## src/rtl/pwm_aq_pkg.sv

```systemverilog
package pwm_aq_pkg;

    typedef enum logic [1:0] {
        MODE_UP     = 2'd0,
        MODE_DOWN   = 2'd1,
        MODE_UPDOWN = 2'd2,
        MODE_FREEZE = 2'd3
    } cnt_mode_e;

    typedef enum logic [1:0] {
        ACT_HOLD   = 2'd0,
        ACT_LOW    = 2'd1,
        ACT_HIGH   = 2'd2,
        ACT_TOGGLE = 2'd3
    } act_e;

    typedef enum logic [1:0] {
        ST_FROZEN = 2'd0,
        ST_RISE   = 2'd1,
        ST_FALL   = 2'd2
    } tb_state_e;

    typedef struct packed {
        act_e on_cdn;
        act_e on_cup;
        act_e on_prd;
        act_e on_zero;
    } act_tbl_t;

    function automatic logic apply_act(input logic cur, input act_e a);
        logic r;
        case (a)
            ACT_LOW:    r = 1'b0;
            ACT_HIGH:   r = 1'b1;
            ACT_TOGGLE: r = ~cur;
            default:    r = cur;
        endcase
        return r;
    endfunction

endpackage

```

## src/rtl/pwm_aq_prescale.sv

```systemverilog
module pwm_aq_prescale #(
    parameter int A_W = 3,
    parameter int B_W = 3
) (
    input  logic           clk,
    input  logic           rst_n,
    input  logic [A_W-1:0] a_sel,
    input  logic [B_W-1:0] b_sel,
    output logic           tick
);
    localparam int MAX_A = 1 << ((1 << A_W) - 1);
    localparam int MAX_B = 2 * ((1 << B_W) - 1);
    localparam int DIV_W = $clog2(MAX_A * MAX_B + 1);

    logic [DIV_W-1:0] fa;
    logic [DIV_W-1:0] fb;
    logic [DIV_W-1:0] div;
    logic [DIV_W-1:0] pc_q;

    always_comb begin
        fa  = DIV_W'(1) << a_sel;
        fb  = (b_sel == '0) ? DIV_W'(1) : DIV_W'({b_sel, 1'b0});
        div = fa * fb;
    end

    always_ff @(posedge clk or negedge rst_n) begin
        if (!rst_n) begin
            pc_q <= '0;
            tick <= 1'b0;
        end else if (pc_q >= div - DIV_W'(1)) begin
            pc_q <= '0;
            tick <= 1'b1;
        end else begin
            pc_q <= pc_q + DIV_W'(1);
            tick <= 1'b0;
        end
    end
endmodule

```

## src/rtl/pwm_aq_regs.sv

```systemverilog
module pwm_aq_regs
    import pwm_aq_pkg::*;
#(
    parameter int CNT_W = 16,
    parameter int A_W   = 3,
    parameter int B_W   = 3
) (
    input  logic               clk,
    input  logic               rst_n,
    input  logic               prd_wr,
    input  logic [CNT_W-1:0]   prd_wdata,
    input  logic               cmp_wr,
    input  logic [CNT_W-1:0]   cmp_wdata,
    input  logic               mode_wr,
    input  logic [1:0]         mode_wdata,
    input  logic               act_wr,
    input  logic [7:0]         act_wdata,
    input  logic               div_wr,
    input  logic [A_W+B_W-1:0] div_wdata,
    input  logic               wrap_load,
    output cnt_mode_e          mode,
    output act_tbl_t           act_tbl,
    output logic [A_W-1:0]     a_sel,
    output logic [B_W-1:0]     b_sel,
    output logic [CNT_W-1:0]   prd_act,
    output logic [CNT_W-1:0]   cmp_act
);
    localparam int NSH = 2;

    logic [NSH-1:0]   sh_wr;
    logic [CNT_W-1:0] sh_wdata [NSH];
    logic [CNT_W-1:0] sh_rst   [NSH];
    logic [CNT_W-1:0] act_q    [NSH];
    logic             load_en;

    assign sh_wr       = {cmp_wr, prd_wr};
    assign sh_wdata[0] = prd_wdata;
    assign sh_wdata[1] = cmp_wdata;
    assign sh_rst[0]   = '1;
    assign sh_rst[1]   = '0;
    assign load_en     = (mode == MODE_FREEZE) || wrap_load;

    for (genvar g = 0; g < NSH; g++) begin : g_shadow
        logic [CNT_W-1:0] shadow_q;
        always_ff @(posedge clk or negedge rst_n) begin
            if (!rst_n) begin
                shadow_q <= sh_rst[g];
                act_q[g] <= sh_rst[g];
            end else begin
                if (sh_wr[g])
                    shadow_q <= sh_wdata[g];
                if (load_en)
                    act_q[g] <= shadow_q;
            end
        end
    end

    assign prd_act = act_q[0];
    assign cmp_act = act_q[1];

    always_ff @(posedge clk or negedge rst_n) begin
        if (!rst_n) begin
            mode    <= MODE_FREEZE;
            act_tbl <= '0;
            a_sel   <= '0;
            b_sel   <= B_W'(1);
        end else begin
            if (mode_wr)
                mode <= cnt_mode_e'(mode_wdata);
            if (act_wr)
                act_tbl <= act_tbl_t'(act_wdata);
            if (div_wr) begin
                a_sel <= div_wdata[A_W-1:0];
                b_sel <= div_wdata[A_W+B_W-1:A_W];
            end
        end
    end
endmodule

```

## src/rtl/pwm_aq_counter.sv

```systemverilog
module pwm_aq_counter
    import pwm_aq_pkg::*;
#(
    parameter int CNT_W = 16
) (
    input  logic             clk,
    input  logic             rst_n,
    input  logic             tick,
    input  cnt_mode_e        mode,
    input  logic [CNT_W-1:0] prd,
    output logic [CNT_W-1:0] cnt,
    output logic             rising,
    output logic             stepped,
    output logic             wrap_load
);
    tb_state_e        st_q, st_d;
    logic [CNT_W-1:0] cnt_q, cnt_d;
    logic             step_q, step_d;
    logic             go_up;

    assign go_up = (st_q == ST_RISE) ? (cnt_q < prd) : (cnt_q == '0);

    always_comb begin
        cnt_d  = cnt_q;
        st_d   = st_q;
        step_d = 1'b0;
        if (mode == MODE_FREEZE) begin
            st_d = ST_FROZEN;
        end else if (tick) begin
            step_d = 1'b1;
            unique case (mode)
                MODE_UP: begin
                    st_d  = ST_RISE;
                    cnt_d = (cnt_q >= prd) ? '0 : cnt_q + CNT_W'(1);
                end
                MODE_DOWN: begin
                    st_d  = ST_FALL;
                    cnt_d = (cnt_q == '0 || cnt_q > prd) ? prd : cnt_q - CNT_W'(1);
                end
                MODE_UPDOWN: begin
                    if (prd == '0) begin
                        st_d  = ST_RISE;
                        cnt_d = '0;
                    end else if (go_up) begin
                        st_d  = ST_RISE;
                        cnt_d = cnt_q + CNT_W'(1);
                    end else begin
                        st_d  = ST_FALL;
                        cnt_d = cnt_q - CNT_W'(1);
                    end
                end
                MODE_FREEZE: begin
                    st_d   = ST_FROZEN;
                    step_d = 1'b0;
                end
            endcase
        end
    end

    always_ff @(posedge clk or negedge rst_n) begin
        if (!rst_n) begin
            st_q   <= ST_FROZEN;
            cnt_q  <= '0;
            step_q <= 1'b0;
        end else begin
            st_q   <= st_d;
            cnt_q  <= cnt_d;
            step_q <= step_d;
        end
    end

    assign cnt       = cnt_q;
    assign rising    = (st_q == ST_RISE);
    assign stepped   = step_q;
    assign wrap_load = step_d && (cnt_d == '0);
endmodule

```

## src/rtl/pwm_aq_qualifier.sv

```systemverilog
module pwm_aq_qualifier
    import pwm_aq_pkg::*;
#(
    parameter int CNT_W = 16
) (
    input  logic             clk,
    input  logic             rst_n,
    input  logic [CNT_W-1:0] cnt,
    input  logic             stepped,
    input  logic             rising,
    input  logic [CNT_W-1:0] prd_act,
    input  logic [CNT_W-1:0] cmp_act,
    input  act_tbl_t         act_tbl,
    output logic             evt_zero,
    output logic             evt_prd,
    output logic             evt_cup,
    output logic             evt_cdn,
    output logic             pwm
);
    logic hit_cmp;
    logic pwm_q, pwm_d;

    assign hit_cmp  = stepped && (cnt == cmp_act);
    assign evt_zero = stepped && (cnt == '0);
    assign evt_prd  = stepped && (cnt == prd_act);
    assign evt_cup  = hit_cmp && rising;
    assign evt_cdn  = hit_cmp && !rising;

    always_comb begin
        pwm_d = pwm_q;
        if (evt_zero) pwm_d = apply_act(pwm_d, act_tbl.on_zero);
        if (evt_prd)  pwm_d = apply_act(pwm_d, act_tbl.on_prd);
        if (evt_cup)  pwm_d = apply_act(pwm_d, act_tbl.on_cup);
        if (evt_cdn)  pwm_d = apply_act(pwm_d, act_tbl.on_cdn);
    end

    always_ff @(posedge clk or negedge rst_n) begin
        if (!rst_n) pwm_q <= 1'b0;
        else        pwm_q <= pwm_d;
    end

    assign pwm = pwm_q;
endmodule

```

## src/rtl/pwm_timebase_aq.sv

```systemverilog
module pwm_timebase_aq
    import pwm_aq_pkg::*;
#(
    parameter int CNT_W = 16,
    parameter int A_W   = 3,
    parameter int B_W   = 3
) (
    input  logic               clk,
    input  logic               rst_n,
    input  logic               prd_wr,
    input  logic [CNT_W-1:0]   prd_wdata,
    input  logic               cmp_wr,
    input  logic [CNT_W-1:0]   cmp_wdata,
    input  logic               mode_wr,
    input  logic [1:0]         mode_wdata,
    input  logic               act_wr,
    input  logic [7:0]         act_wdata,
    input  logic               div_wr,
    input  logic [A_W+B_W-1:0] div_wdata,
    output logic               pwm_out,
    output logic [CNT_W-1:0]   cnt_out,
    output logic               dir_up,
    output logic               evt_zero,
    output logic               evt_prd,
    output logic               evt_cmp_up,
    output logic               evt_cmp_dn
);
    cnt_mode_e        mode_w;
    act_tbl_t         act_w;
    logic [A_W-1:0]   a_sel_w;
    logic [B_W-1:0]   b_sel_w;
    logic [CNT_W-1:0] prd_act_w;
    logic [CNT_W-1:0] cmp_act_w;
    logic             tick_w;
    logic             stepped_w;
    logic             rising_w;
    logic             wrap_w;

    pwm_aq_regs #(.CNT_W(CNT_W), .A_W(A_W), .B_W(B_W)) u_regs (
        .clk(clk), .rst_n(rst_n),
        .prd_wr(prd_wr), .prd_wdata(prd_wdata),
        .cmp_wr(cmp_wr), .cmp_wdata(cmp_wdata),
        .mode_wr(mode_wr), .mode_wdata(mode_wdata),
        .act_wr(act_wr), .act_wdata(act_wdata),
        .div_wr(div_wr), .div_wdata(div_wdata),
        .wrap_load(wrap_w),
        .mode(mode_w), .act_tbl(act_w),
        .a_sel(a_sel_w), .b_sel(b_sel_w),
        .prd_act(prd_act_w), .cmp_act(cmp_act_w)
    );

    pwm_aq_prescale #(.A_W(A_W), .B_W(B_W)) u_pre (
        .clk(clk), .rst_n(rst_n),
        .a_sel(a_sel_w), .b_sel(b_sel_w),
        .tick(tick_w)
    );

    pwm_aq_counter #(.CNT_W(CNT_W)) u_cnt (
        .clk(clk), .rst_n(rst_n),
        .tick(tick_w), .mode(mode_w), .prd(prd_act_w),
        .cnt(cnt_out), .rising(rising_w),
        .stepped(stepped_w), .wrap_load(wrap_w)
    );

    pwm_aq_qualifier #(.CNT_W(CNT_W)) u_aq (
        .clk(clk), .rst_n(rst_n),
        .cnt(cnt_out), .stepped(stepped_w), .rising(rising_w),
        .prd_act(prd_act_w), .cmp_act(cmp_act_w), .act_tbl(act_w),
        .evt_zero(evt_zero), .evt_prd(evt_prd),
        .evt_cup(evt_cmp_up), .evt_cdn(evt_cmp_dn),
        .pwm(pwm_out)
    );

    assign dir_up = rising_w;
endmodule

```

## config.mk

```make
export PLATFORM = sky130hd
export DESIGN_NAME = pwm_timebase_aq
export DESIGN_NICKNAME = d
export VERILOG_FILES = /design/src/rtl/pwm_aq_pkg.sv /design/src/rtl/pwm_aq_prescale.sv /design/src/rtl/pwm_aq_regs.sv /design/src/rtl/pwm_aq_counter.sv /design/src/rtl/pwm_aq_qualifier.sv /design/src/rtl/pwm_timebase_aq.sv
export SDC_FILE = /design/constraint.sdc
export NUM_CORES = 1
export LEC_CHECK = 0
export ABC_CLOCK_PERIOD_IN_PS = 5400
export BUFFER_PORTS_ARGS = -buffer_cell sky130_fd_sc_hd__buf_4
export CAP_MARGIN = 20
export CORE_UTILIZATION = 53
export CTS_BUF_LIST = sky130_fd_sc_hd__clkbuf_8
export CTS_CLUSTER_DIAMETER = 60
export DETAILED_ROUTE_END_ITERATION = 8
export PLACE_DENSITY = 0.73
export SYNTH_ARGS = -nofsm -noshare
export SYNTH_HDL_FRONTEND = slang
export SYNTH_SLANG_ARGS = --single-unit
```

## constraint.sdc

```tcl
create_clock -name clk -period 5.4 [get_ports clk]
set_input_delay 0.54 -clock clk [delete_from_list [all_inputs] [get_ports clk]]
set_output_delay 0.54 -clock clk [all_outputs]
set_load 0.01 [all_outputs]
```

==> results.sh <==
export IMPL_run_status="finished clean"
export IMPL_finalPower_mw=4.19
export IMPL_hold_viol_final=0
export IMPL_powerDensity_mw_per_mm2=495
export IMPL_finClkSkew_ps=19.1
export IMPL_core_sq_mm=0.0138
export IMPL_die_h_microns=121
export IMPL_critPathCaptureType="register"
export IMPL_synth_edff_count=0
export IMPL_synth_nets=844
export IMPL_first_pass_iters=7
export IMPL_die_x_microns=121
export IMPL_seqPwrFrac_pct=31.0
export IMPL_cp_required_ps=5690
export IMPL_yosysWarnings=0
export IMPL_drt_total_wl_mm=18.2
export IMPL_synth_seq_cells=112
export IMPL_final_max_slew_viol_count=0
export IMPL_fmax_mhz=199
export IMPL_grt_usage_pct=26.6
export IMPL_cap_violations=0
export IMPL_relSlewSlack_pct=44.9
export IMPL_grt_pass1_vias=5699
export IMPL_combPwrFrac_pct=57.1
export IMPL_ys_types=68
export IMPL_p_int_mw=2.26
export IMPL_critical_path_cell_chain="inv_1, ha_1, nand4_1, nor3_1, a21bo_2, and3_1, a211o_1, nand2_1, a221oi_1, o21ai_0, nor4_2, a31oi_4, buf_4, mux2_4"
export IMPL_h_tree_depth=3
export IMPL_ant_nets=0
export IMPL_fin_crit_sh_pct=93.0
export IMPL_cts_max_path_buffers=2
export IMPL_gp_congestion=0.992
export IMPL_syn_area_per_cell_sq_um=10.4
export IMPL_dp_cells=967
export IMPL_crit_type="register to register"
export IMPL_netSwitchingPower_mw=1.92
export IMPL_clockPowerShare_pct=11.9
export IMPL_drc_errors=0
export IMPL_worst_slew_pin_slew_ps=827
export IMPL_slowest_delay_ps=680
export IMPL_synth_area_leaders="dfrtp_1 (26%), dfstp_2 (12%), ha_1 (9.2%)"
export IMPL_n_antenna_cell=0
export IMPL_setup_violations=0
export IMPL_cts_tree="built"
export IMPL_ir_drop_v=0.000229
export IMPL_vias=5808
export IMPL_nets=921
export IMPL_wl_per_cell_microns=18.5
export IMPL_netSwitchingFraction_pct=45.9
export IMPL_die_area_sq_mm=0.0146
export IMPL_synthesis_area_sq_mm=0.00747
export IMPL_grt_max_degree=66
export IMPL_cts_setup_buffers=0
export IMPL_antenna_found_initial=0
export IMPL_grt_pass1_wl_mm=29.7
export IMPL_synth_top_area_cell="dfrtp_1"
export IMPL_yosysTopAreaCellShare_pct=25.8
export IMPL_layout_setup_ws_ps=379
export IMPL_yosysSeqAreaShare_pct=38.1
export IMPL_clk_insertion_delay_late_ps=400
export IMPL_async_reset_ff_share_pct=100
export IMPL_portBuffers=76
export IMPL_boundaryPins=77
export IMPL_worstPathArrival_ps=5310
export IMPL_r2r_slack_ps=380
export IMPL_synthToLayoutAreaGrowth_pct=13.3
export IMPL_layoutNonFillerInstCount=983
export IMPL_grt_setup_unrepaired="false"
export IMPL_hold_path_class="primary input to async pin"
export IMPL_holdWs_ps=148
export IMPL_overflow=0
export IMPL_start_util_pct=54.0
export IMPL_worstPathMaxFanout=16
export IMPL_num_rows=43
export IMPL_final_min_clock_period_ps=5020
export IMPL_hpwl_mm=13.7
export IMPL_clock_sinks=112
export IMPL_cts_clk_slew_worst_paths_ps=120
export IMPL_drive_gt1_share_pct=30.1
export IMPL_leakage_nw=4.04
export IMPL_viasPerCell=5.91
export IMPL_syn_inst=721
export IMPL_synthFlopType="dfrtp_1"
export IMPL_slowest_stage="a31oi_4"
export IMPL_first_iter_violations=468
export IMPL_dpl_worst_slack_ps=235
export IMPL_start_kind="register"
export IMPL_fin_setup_tns_ps=0
export IMPL_clock_tree_root_cell="clkbuf_8"
export IMPL_cts_inserted_buffers=9
-- through the flow --
stage,util (%),instance area (sq um)
after floorplan,-,7470
after global placement,59.8,8270
after detailed placement,59.8,8270
after CTS,61.2,8460
after global routing,61.2,8460
final,61.2,8460
-- state kept, by name, summed over array words and instances, names as in the netlist --
| register | count |
|---|---|
| u_regs.g_shadow.shadow_q | 32 |
| u_cnt.cnt | 16 |
| u_regs.cmp_act | 16 |
| u_regs.prd_act | 16 |
| u_pre.pc_q | 11 |
| u_regs.act_tbl | 8 |
| u_regs.a_sel | 3 |
| u_regs.b_sel | 3 |
| u_cnt.st_q | 2 |
| u_regs.mode | 2 |
| u_aq.pwm | 1 |
| u_cnt.stepped | 1 |
| u_pre.tick | 1 |
-- layer usage --
| layer | vias up | track usage [%] | part of all wire (%) |
|---|---|---|---|
| li1 | 2709 | - | - |
| met1 | 2821 | 36.6 | 44 |
| met2 | 239 | 40.5 | 45 |
| met3 | 39 | 6.51 | 8.0 |
| met4 | 0 | 9.88 | 2.4 |
| met5 | - | 0 | 0 |
-- timing repair --
action	in CTS	in global routing
endpoints found under the setup margin	0	12
hold buffers	0	0
gates resized for setup	0	1
-- layout make-up --
cell class	count	area (sq um)
Fill cell	1152	5370
Multi-Input combinational cell	514	4220
Sequential cell	112	2850
Timing Repair Buffer	100	751
Inverter	61	229
Tap cell	180	225
Clock buffer	9	124
Clock inverter	7	62.6
-- kinds of logic after synthesis --
logic type	after synthesis	share of synthesized area, %
buf+inv	95	5.51
compound gates	118	10.8
simple gates	207	14.6
mux	79	13.4
fa+ha+maj	68	12.7
xor+xnor	42	4.92
flops	112	38.1
-- worst paths after layout --
path                                    startpoint                 end  cells after the start
worst max-delay path            u_regs.prd_act[10]  u_regs.cmp_act[13]                     14
worst min-delay path                         rst_n  u_regs.cmp_act[11]                      1
worst max register to register  u_regs.prd_act[10]  u_regs.cmp_act[13]                     14
worst min register to register   u_regs.act_tbl[7]            u_aq.pwm                      2
max in group asynchronous                    rst_n     u_regs.a_sel[0]                      2
min in group clk                           mode_wr      u_regs.mode[0]                      2
-- critical path: cells and delay by family (launching register included) --
family	cells	cell delay [ps]
compound gates	5	1950
simple gates	5	1240
flops	1	640
mux	1	320
buf+inv	2	430
fa+ha+maj	1	310
-- power groups by stage --
stage          combinational [mW]  clock (mW)  sequential (mW)
6_report                     2.39       0.499             1.30
5_1_grt                      2.61       0.541             1.32
4_1_cts                      2.35       0.511             1.29
3_5_place_dp                 2.34           0             1.30
3_3_place_gp                 2.28           0             1.30
2_1_floorplan                1.71           0             1.25
-- synthesized netlist by cell type (3+ instances only) --
cell,instances
a221oi_1,5
inv_1,60
ha_1,55
and4_1,4
a211o_1,3
o21bai_1,4
nor2_1,37
a21o_1,13
clkbuf_1,21
o31ai_1,4
and3_1,9
nor3b_1,5
mux2_4,30
dfstp_2,35
nand2b_1,10
nand2_1,45
o221ai_1,3
nand3_1,32
a211oi_1,5
xor2_1,15
dfrtp_1,77
nor3_1,12
mux2_2,48
nor4_1,13
nor2b_1,7
and2_1,10
fa_1,13
buf_6,6
a21oi_1,29
xnor2_1,27
a31oi_1,4
o21ai_0,23
nand4_1,12
buf_2,5
-- cell usage in the layout (no fill, tap or decap), types with 29 or more instances in the layout --
cell type | synthesis | layout
mux2_4 | 30 | 30
dfrtp_1 | 77 | 77
dfstp_2 | 35 | 35
a21oi_1 | 29 | 29
ha_1 | 55 | 55
mux2_2 | 48 | 48
buf_4 | 1 | 100
nor2_1 | 37 | 37
inv_1 | 60 | 61
nand3_1 | 32 | 32
nand2_1 | 45 | 45
No activity file was read; power rests on OpenSTA's default activity.
